<file path="src/rtl/pwm_edge_pkg.sv">
package pwm_edge_pkg;
  localparam int REG_W = 8;
  localparam logic [7:0] OFS_PRESCALE = 8'h00;
  localparam logic [7:0] OFS_PERIOD   = 8'h04;
  localparam logic [7:0] OFS_EN_LO    = 8'h08;
  localparam logic [7:0] OFS_EN_HI    = 8'h0C;
  localparam logic [7:0] OFS_SYNC     = 8'hE4;
  localparam int         OFS_EDGE0    = 16;
  localparam int         EDGE_STRIDE  = 8;

  typedef struct packed {
    logic [REG_W-1:0] rise;
    logic [REG_W-1:0] fall;
  } edge_pair_t;
endpackage

</file>
<file path="src/rtl/pwm_timebase.sv">
module pwm_timebase #(
  parameter int W = 8
) (
  input  logic         clk,
  input  logic         rst,
  input  logic [W-1:0] prescale,
  input  logic [W-1:0] period,
  output logic         step_en,
  output logic         period_end,
  output logic [W-1:0] step
);
  logic [W-1:0] div_q;
  logic [W-1:0] step_q;

  // >= rather than == so that lowering a limit mid-count still wraps at once
  assign step_en    = (div_q >= prescale);
  assign period_end = step_en && (step_q >= period);
  assign step       = step_q;

  always_ff @(posedge clk) begin
    if (rst) begin
      div_q  <= '0;
      step_q <= '0;
    end else begin
      div_q <= step_en ? '0 : div_q + 1'b1;
      if (step_en) step_q <= period_end ? '0 : step_q + 1'b1;
    end
  end

  // a step restarts the prescaler
  p_div_restart_r1: assert property (@(posedge clk) disable iff (rst)
    step_en |=> (div_q == '0));

  // the counter only advances by one or wraps to zero on a step
  p_step_advance_r2: assert property (@(posedge clk) disable iff (rst)
    step_en |=> ((step_q == '0) || (step_q == $past(step_q) + 1'b1)));

  // the boundary always returns the counter to zero
  p_wrap_zero_r2: assert property (@(posedge clk) disable iff (rst)
    period_end |=> (step_q == '0));
endmodule

</file>
<file path="src/rtl/pwm_edge_chan.sv">
module pwm_edge_chan
  import pwm_edge_pkg::*;
#(
  parameter int W        = 8,
  parameter bit SHADOWED = 1'b1
) (
  input  logic         clk,
  input  logic         rst,
  input  logic         step_en,
  input  logic         period_end,
  input  logic         sync_on,
  input  logic         enable,
  input  logic [W-1:0] step,
  input  logic         wr_rise,
  input  logic         wr_fall,
  input  logic [W-1:0] wdata,
  output edge_pair_t   active,
  output logic         pwm_o
);
  edge_pair_t act_q;
  edge_pair_t sh_q;
  logic       load, direct, rise_hit, fall_hit, out_q;

  assign load     = SHADOWED && sync_on && period_end;
  assign direct   = !SHADOWED || !sync_on;
  assign rise_hit = (step == act_q.rise);
  assign fall_hit = (step == act_q.fall);

  generate
    if (SHADOWED) begin : g_shadow
      always_ff @(posedge clk) begin
        if (rst) begin
          sh_q <= '0;
        end else begin
          if (wr_rise) sh_q.rise <= wdata;
          if (wr_fall) sh_q.fall <= wdata;
        end
      end
    end else begin : g_direct
      assign sh_q = '0;
    end
  endgenerate

  always_ff @(posedge clk) begin
    if (rst) begin
      act_q <= '0;
      out_q <= 1'b0;
    end else begin
      if (load) act_q <= sh_q;
      if (wr_rise && direct) act_q.rise <= wdata;
      if (wr_fall && direct) act_q.fall <= wdata;
      if (step_en) begin
        if (!enable)                  out_q <= 1'b0;
        else if (rise_hit && fall_hit) out_q <= ~out_q;
        else if (rise_hit)             out_q <= 1'b1;
        else if (fall_hit)             out_q <= 1'b0;
      end
    end
  end

  assign active = act_q;
  assign pwm_o  = out_q;

  // a disabled channel is low after the step boundary
  p_disabled_low_r6: assert property (@(posedge clk) disable iff (rst)
    (step_en && !enable) |=> !pwm_o);

  // equal edges invert the output at the matching step
  p_equal_toggle_r5: assert property (@(posedge clk) disable iff (rst)
    (step_en && enable && (act_q.rise == act_q.fall) && (step == act_q.rise))
      |=> (pwm_o != $past(pwm_o)));

  // with sync on, active edges of a shadowed channel move only at a boundary
  p_shadow_hold_r8: assert property (@(posedge clk) disable iff (rst)
    (SHADOWED && sync_on && !period_end) |=> $stable(act_q));

  // an unbuffered write is active on the next clock
  p_direct_write_r7: assert property (@(posedge clk) disable iff (rst)
    (wr_rise && direct) |=> (act_q.rise == $past(wdata)));
endmodule

</file>
<file path="src/rtl/pwm_edge_gen.sv">
module pwm_edge_gen
  import pwm_edge_pkg::*;
#(
  parameter int          NCH         = 16,
  parameter logic [15:0] SHADOW_MASK = 16'hFFFF
) (
  input  logic           clk,
  input  logic           rst,
  input  logic           wr_en,
  input  logic           rd_en,
  input  logic [7:0]     addr,
  input  logic [7:0]     wdata,
  output logic [7:0]     rdata,
  output logic [NCH-1:0] pwm_o
);
  localparam logic [15:0] CH_MASK = 16'((32'h1 << NCH) - 1);

  logic [REG_W-1:0] prescale_q, period_q;
  logic [15:0]      en_q;
  logic             sync_q;
  logic             step_en, period_end;
  logic [REG_W-1:0] step;
  logic [NCH-1:0]   wr_rise, wr_fall;
  edge_pair_t       act [NCH];
  logic [7:0]       rd_mux;

  always_ff @(posedge clk) begin
    if (rst) begin
      prescale_q <= '0;
      period_q   <= '0;
      en_q       <= '0;
      sync_q     <= 1'b0;
    end else if (wr_en) begin
      if (addr == OFS_PRESCALE) prescale_q <= wdata;
      if (addr == OFS_PERIOD)   period_q   <= wdata;
      if (addr == OFS_EN_LO)    en_q       <= {en_q[15:8], wdata} & CH_MASK;
      if (addr == OFS_EN_HI)    en_q       <= {wdata, en_q[7:0]} & CH_MASK;
      if (addr == OFS_SYNC)     sync_q     <= wdata[0];
    end
  end

  pwm_timebase #(.W(REG_W)) u_timebase (
    .clk        (clk),
    .rst        (rst),
    .prescale   (prescale_q),
    .period     (period_q),
    .step_en    (step_en),
    .period_end (period_end),
    .step       (step)
  );

  generate
    for (genvar i = 0; i < NCH; i++) begin : g_ch
      assign wr_rise[i] = wr_en && (addr == 8'(OFS_EDGE0 + EDGE_STRIDE*i));
      assign wr_fall[i] = wr_en && (addr == 8'(OFS_EDGE0 + EDGE_STRIDE*i + 4));

      pwm_edge_chan #(.W(REG_W), .SHADOWED(SHADOW_MASK[i])) u_chan (
        .clk        (clk),
        .rst        (rst),
        .step_en    (step_en),
        .period_end (period_end),
        .sync_on    (sync_q),
        .enable     (en_q[i]),
        .step       (step),
        .wr_rise    (wr_rise[i]),
        .wr_fall    (wr_fall[i]),
        .wdata      (wdata),
        .active     (act[i]),
        .pwm_o      (pwm_o[i])
      );
    end
  endgenerate

  always_comb begin
    rd_mux = '0;
    if (addr == OFS_PRESCALE)   rd_mux = prescale_q;
    else if (addr == OFS_PERIOD) rd_mux = period_q;
    else if (addr == OFS_EN_LO)  rd_mux = en_q[7:0];
    else if (addr == OFS_EN_HI)  rd_mux = en_q[15:8];
    else if (addr == OFS_SYNC)   rd_mux = {7'b0, sync_q};
    else begin
      for (int i = 0; i < NCH; i++) begin
        if (addr == 8'(OFS_EDGE0 + EDGE_STRIDE*i))     rd_mux = act[i].rise;
        if (addr == 8'(OFS_EDGE0 + EDGE_STRIDE*i + 4)) rd_mux = act[i].fall;
      end
    end
  end

  always_ff @(posedge clk) begin
    if (rst)        rdata <= '0;
    else if (rd_en) rdata <= rd_mux;
  end

  // idle read port holds its data
  p_rdata_hold_r9: assert property (@(posedge clk) disable iff (rst)
    !rd_en |=> $stable(rdata));

  // enable bits of absent channels stay clear
  p_absent_en_r6: assert property (@(posedge clk) disable iff (rst)
    ((en_q & ~CH_MASK) == '0));
endmodule

</file>
<file path="config.mk">
export PLATFORM = sky130hd
export DESIGN_NAME = pwm_edge_gen
export DESIGN_NICKNAME = d
export VERILOG_FILES = /design/src/rtl/pwm_edge_pkg.sv /design/src/rtl/pwm_timebase.sv /design/src/rtl/pwm_edge_chan.sv /design/src/rtl/pwm_edge_gen.sv
export SDC_FILE = /design/constraint.sdc
export NUM_CORES = 2
export LEC_CHECK = 0
export BUFFER_PORTS_ARGS = -buffer_cell sky130_fd_sc_hd__buf_2
export CAP_MARGIN = 20
export CORE_MARGIN = 3
export CORE_UTILIZATION = 60
export CTS_CLUSTER_DIAMETER = 200
export DETAILED_ROUTE_END_ITERATION = 6
export PLACE_DENSITY = 0.84
export RECOVER_POWER = 100
export REMOVE_ABC_BUFFERS = 1
export SLEW_MARGIN = 10
export SYNTH_ARGS = -nofsm -noshare
export SYNTH_HDL_FRONTEND = slang
export SYNTH_SLANG_ARGS = --single-unit
</file>
<file path="constraint.sdc">
create_clock -name clk -period 4.04 [get_ports clk]
set_clock_uncertainty 0.2 [all_clocks]
set_input_delay 0.404 -clock clk [delete_from_list [all_inputs] [get_ports clk]]
set_output_delay 0.404 -clock clk [all_outputs]
set_load 0.02 [all_outputs]
</file>
==> results by group <==
STA
  – Final Setup Violations: 0
  – Setup tns final: 0 ns
  – Final hold slack: 0.0379 ns
  – Worst Max-Slew Pin Slew: 1.74 ns
  – FMAX: 267 MHz
  – Final hold viol count: 0
  – Fin crit period: 3.74 ns
  – PnR worst setup slack: 0.301 ns
  – Crit share post-route: 92.6%
  – Unrepaired setup endpoints after global routing: no
  – Slew Limit Headroom: -15.9%
  – Final Max Slew Viols: 22

Power and ir drop
  – Leakage: 0.0125 uW
  – Cell Pwr Density: 378 nW/um2
  – Maximum VDD drop: 343 uV

GRT
  – Largest net degree at the start of global routing: 107
  – Vias in the first global route: 26600
  – First-pass GRT wire length: 154000 um
  – Total congestion overflow: 0
  – Initial antenna violation count: 4
  – Gr usage total: 38.4%

Synthesis
  – Cells after Synth: 3637
  – Main combinational cell family by area after synthesis: simple AND/OR/NAND/NOR gates
  – Mux contribution to synthesized area: 4.07%
  – Synth Area in Adders: 0.774%
  – Post-Syn Area: 29100 um2
  – EDFF count, synth: 0
  – Ys flop type: dfxtp_1
  – Synthesis-stage register bit count: 585
  – Avg Inst Size Synth: 8.00 um2
  – Complex-gate fraction of the synthesized area: 19.1%
  – Sequential-to-total area share from yosys stat: 40.2%
  – Share of the synthesized area in the top cell type: 40.2%
  – Ranking of synthesized cells by area: dfxtp_1, a21oi_1, xor2_1
  – Post-Synth XOR/XNOR Area: 8.03%
  – Count leader, synth: dfxtp_1
  – Post-synth ARST share: 0%
  – Yosys warns: 0
  – Synth cell types: 88
  – Post-synthesis simple-gate area fraction: 22.2%
  – Largest area contributor in the synthesized netlist: dfxtp_1
  – Commonest cells in the netlist: dfxtp_1, nand2_1, a21oi_1

Die
  – Die H: 226 um
  – Area of the core: 47800 um2
  – Full die area: 51200 um2
  – # IOs: 44
  – Initial core utilization: 60.8%
  – # rows: 80
  – Die width: 226 um

Hold path
  – Hold Crit Depth: 3
  – Worst Hold Path EP: rdata[6]
  – Hold WC Path Type: in2reg
  – Hold Startpoint: rd_en

Layout
  – Final instance area: 31400 um2
  – Footprint of the multi-input gates: 15700 um2
  – Share of layout cells above drive strength 1: 8.50%
  – Number of fill cells in the layout: 3970
  – Register area: 11700 um2
  – Area growth syn-to-layout: 7.77%
  – Nets@finish: 3543
  – Finished Layout Cells: 4169

Critical path
  – CP Launch Type: input pin
  – Worst setup path start: addr[2]
  – RR Startpoint: u_timebase.div_q[0]
  – Worst r2r path cells: 10
  – Arr. time, crit path: 4.04 ns
  – FF-to-FF setup slack: 0.45 ns
  – WS Path Type: in2reg
  – Worst-path fanout max: 21
  – Crit path required time: 4.34 ns
  – RR Endpoint: g_ch[6].u_chan.active[3]
  – Crit end category: register

Routing
  – Top layer in use: met5
  – Iteration-0 DRC Markers: 4251
  – Mean routed wirelength per cell: 24.5 um
  – Metal2 WL: 44200 um
  – Met3 WL: 13200 um
  – Antenna-violating nets left: 0
  – DR DRC count: 10
  – Initial DRT Pass Iterations: 7
  – Vias: 28500
  – Final wirelength: 102000 um
  – Metal-1 WL: 37300 um
  – Vias per cell: 6.83

Place
  – Placed Area: 29700 um2
  – Port buffer count: 43
  – GPL Wtd Cong: 1.08
  – Placed Cells: 4059
  – Dpl ws: 0.710 ns
  – Detailed placement HPWL: 65000 um

Clock network
  – H-Tree Depth: 2
  – Setup repair bufs after CTS: 0
  – Skew-Pair Late Insertion Delay: 0.66 ns
  – Root Driver: clkbuf_16
  – Clk sinks: 585
  – Clock buffer depth: 3
  – Clock slew at reported path FFs: 0.07 ns
  – TritonCTS Buffers: 58
  – TritonCTS clock tree: done

Outcome
  – Failing checks: DRC, capacitance limit, slew limit
  – Outcome: complete, but fails checks

Run
  – Maxcap violations: 1
[layout make-up]
| type | instances | area share (%) |
|---|---|---|
| clock buffer | 82 | 5.42 |
| antenna | 2 | 0.0160 |
| inverter | 31 | 0.371 |
| multi-input combinational | 2674 | 50.0 |
| tap | 615 | 2.45 |
| sequential | 585 | 37.4 |
| timing repair buffer | 155 | 3.62 |
| clock inverter | 25 | 0.774 |
[cell usage in the layout, fill, tap and decap left out, types with 9 or more instances in the layout]
cell	Yosys	routed
dfxtp_1	585	576
a2111oi_0	8	11
o211ai_1	11	11
inv_1	30	30
xor2_1	248	248
nor2_1	354	362
a21oi_1	472	471
nand2_1	487	490
nor2_2	20	14
nor4_1	108	108
o221a_2	19	19
xnor2_1	19	19
clkbuf_8	0	16
buf_2	58	16
buf_4	30	72
clkinv_2	0	10
clkinvlp_4	0	9
nand4_1	20	20
mux2i_1	98	98
clkbuf_16	0	58
buf_12	0	15
nand3_1	165	167
clkbuf_1	220	56
or2_2	12	9
o21ai_0	56	56
nor3_1	119	119
ha_1	18	18
o22ai_1	25	24
a31oi_1	28	28
a22oi_1	198	199
a221oi_1	12	12
nor2b_1	12	12
[repair_timing]
| action | 4_1_cts | 5_1_grt |
|---|---|---|
| hold endpoints to repair | 2 | 0 |
| endpoints found under the setup margin | 0 | 0 |
| resized for setup | 0 | 0 |
| hold buffers | 1 | 0 |
[sequential cells by signal, indices dropped and copies added, names as in the netlist]
register            flops
rdata                   8
period_q                8
g_ch.u_chan.pwm_o      16
u_timebase.step         8
u_timebase.div_q        8
g_ch.u_chan.active    256
prescale_q              8
g_ch.u_chan.sh_q      256
sync_q                  1
en_q                   16
[worst max-delay path, cell delays in order]
cell and delay (ns):
buf_2 0.23, nor4_4 0.36, clkbuf_1 1.30, nand3_1 0.94, nor2_1 0.35, a21oi_1 0.19
nand2_1 0.17, a21oi_1 0.08
[power breakdown]
group | switching (uW) | internal, uW
Sequential | 16.2 | 5780
Combinational | 448 | 121
Clock | 2420 | 3080
[how the worst max path moves through the flow]
| stage | to | slack [ns] | cells past startpoint |
|---|---|---|---|
| 4_1_cts | g_ch[12].u_chan.active[15] | 0.87 | 10 |
| 6_report | g_ch[0].u_chan.active[13] | 0.30 | 8 |
| 3_3_place_gp | rdata[3] | 0.66 | 9 |
| 2_1_floorplan | g_ch[0].u_chan.active[0] | -3.87 | 9 |
| 3_5_place_dp | rdata[1] | 0.71 | 9 |
| 5_1_grt | g_ch[3].u_chan.active[15] | 0.33 | 6 |
[metrics by stage]
stage / power (uW) / utilization [%]
floorplan: 6070 / -
global placement: 6470 / 62.0
detailed placement: 6470 / 62.0
CTS: 11800 / 66.1
global route: 12100 / 65.6
finish: 11900 / 65.6
[metal layers]
metal | global-route usage, % | vias up
met5 | 0.190 | -
met4 | 22.9 | 4
met3 | 9.49 | 544
met2 | 59.2 | 2122
met1 | 49.0 | 13200
li1 | - | 12600
[logic make-up (layout without fill, tap and decap cells)]
group | count (synthesis) | count (layout)
and+or+nand+nor | 1379 | 1379
AOI/OAI and AO/OA | 899 | 899
DFF | 585 | 585
buffers and inverters | 378 | 293
xor gates and xnor gates | 267 | 267
muxes | 111 | 111
adders and majority gates | 18 | 18
other | 0 | 2
(Power assumes the default switching activity.)
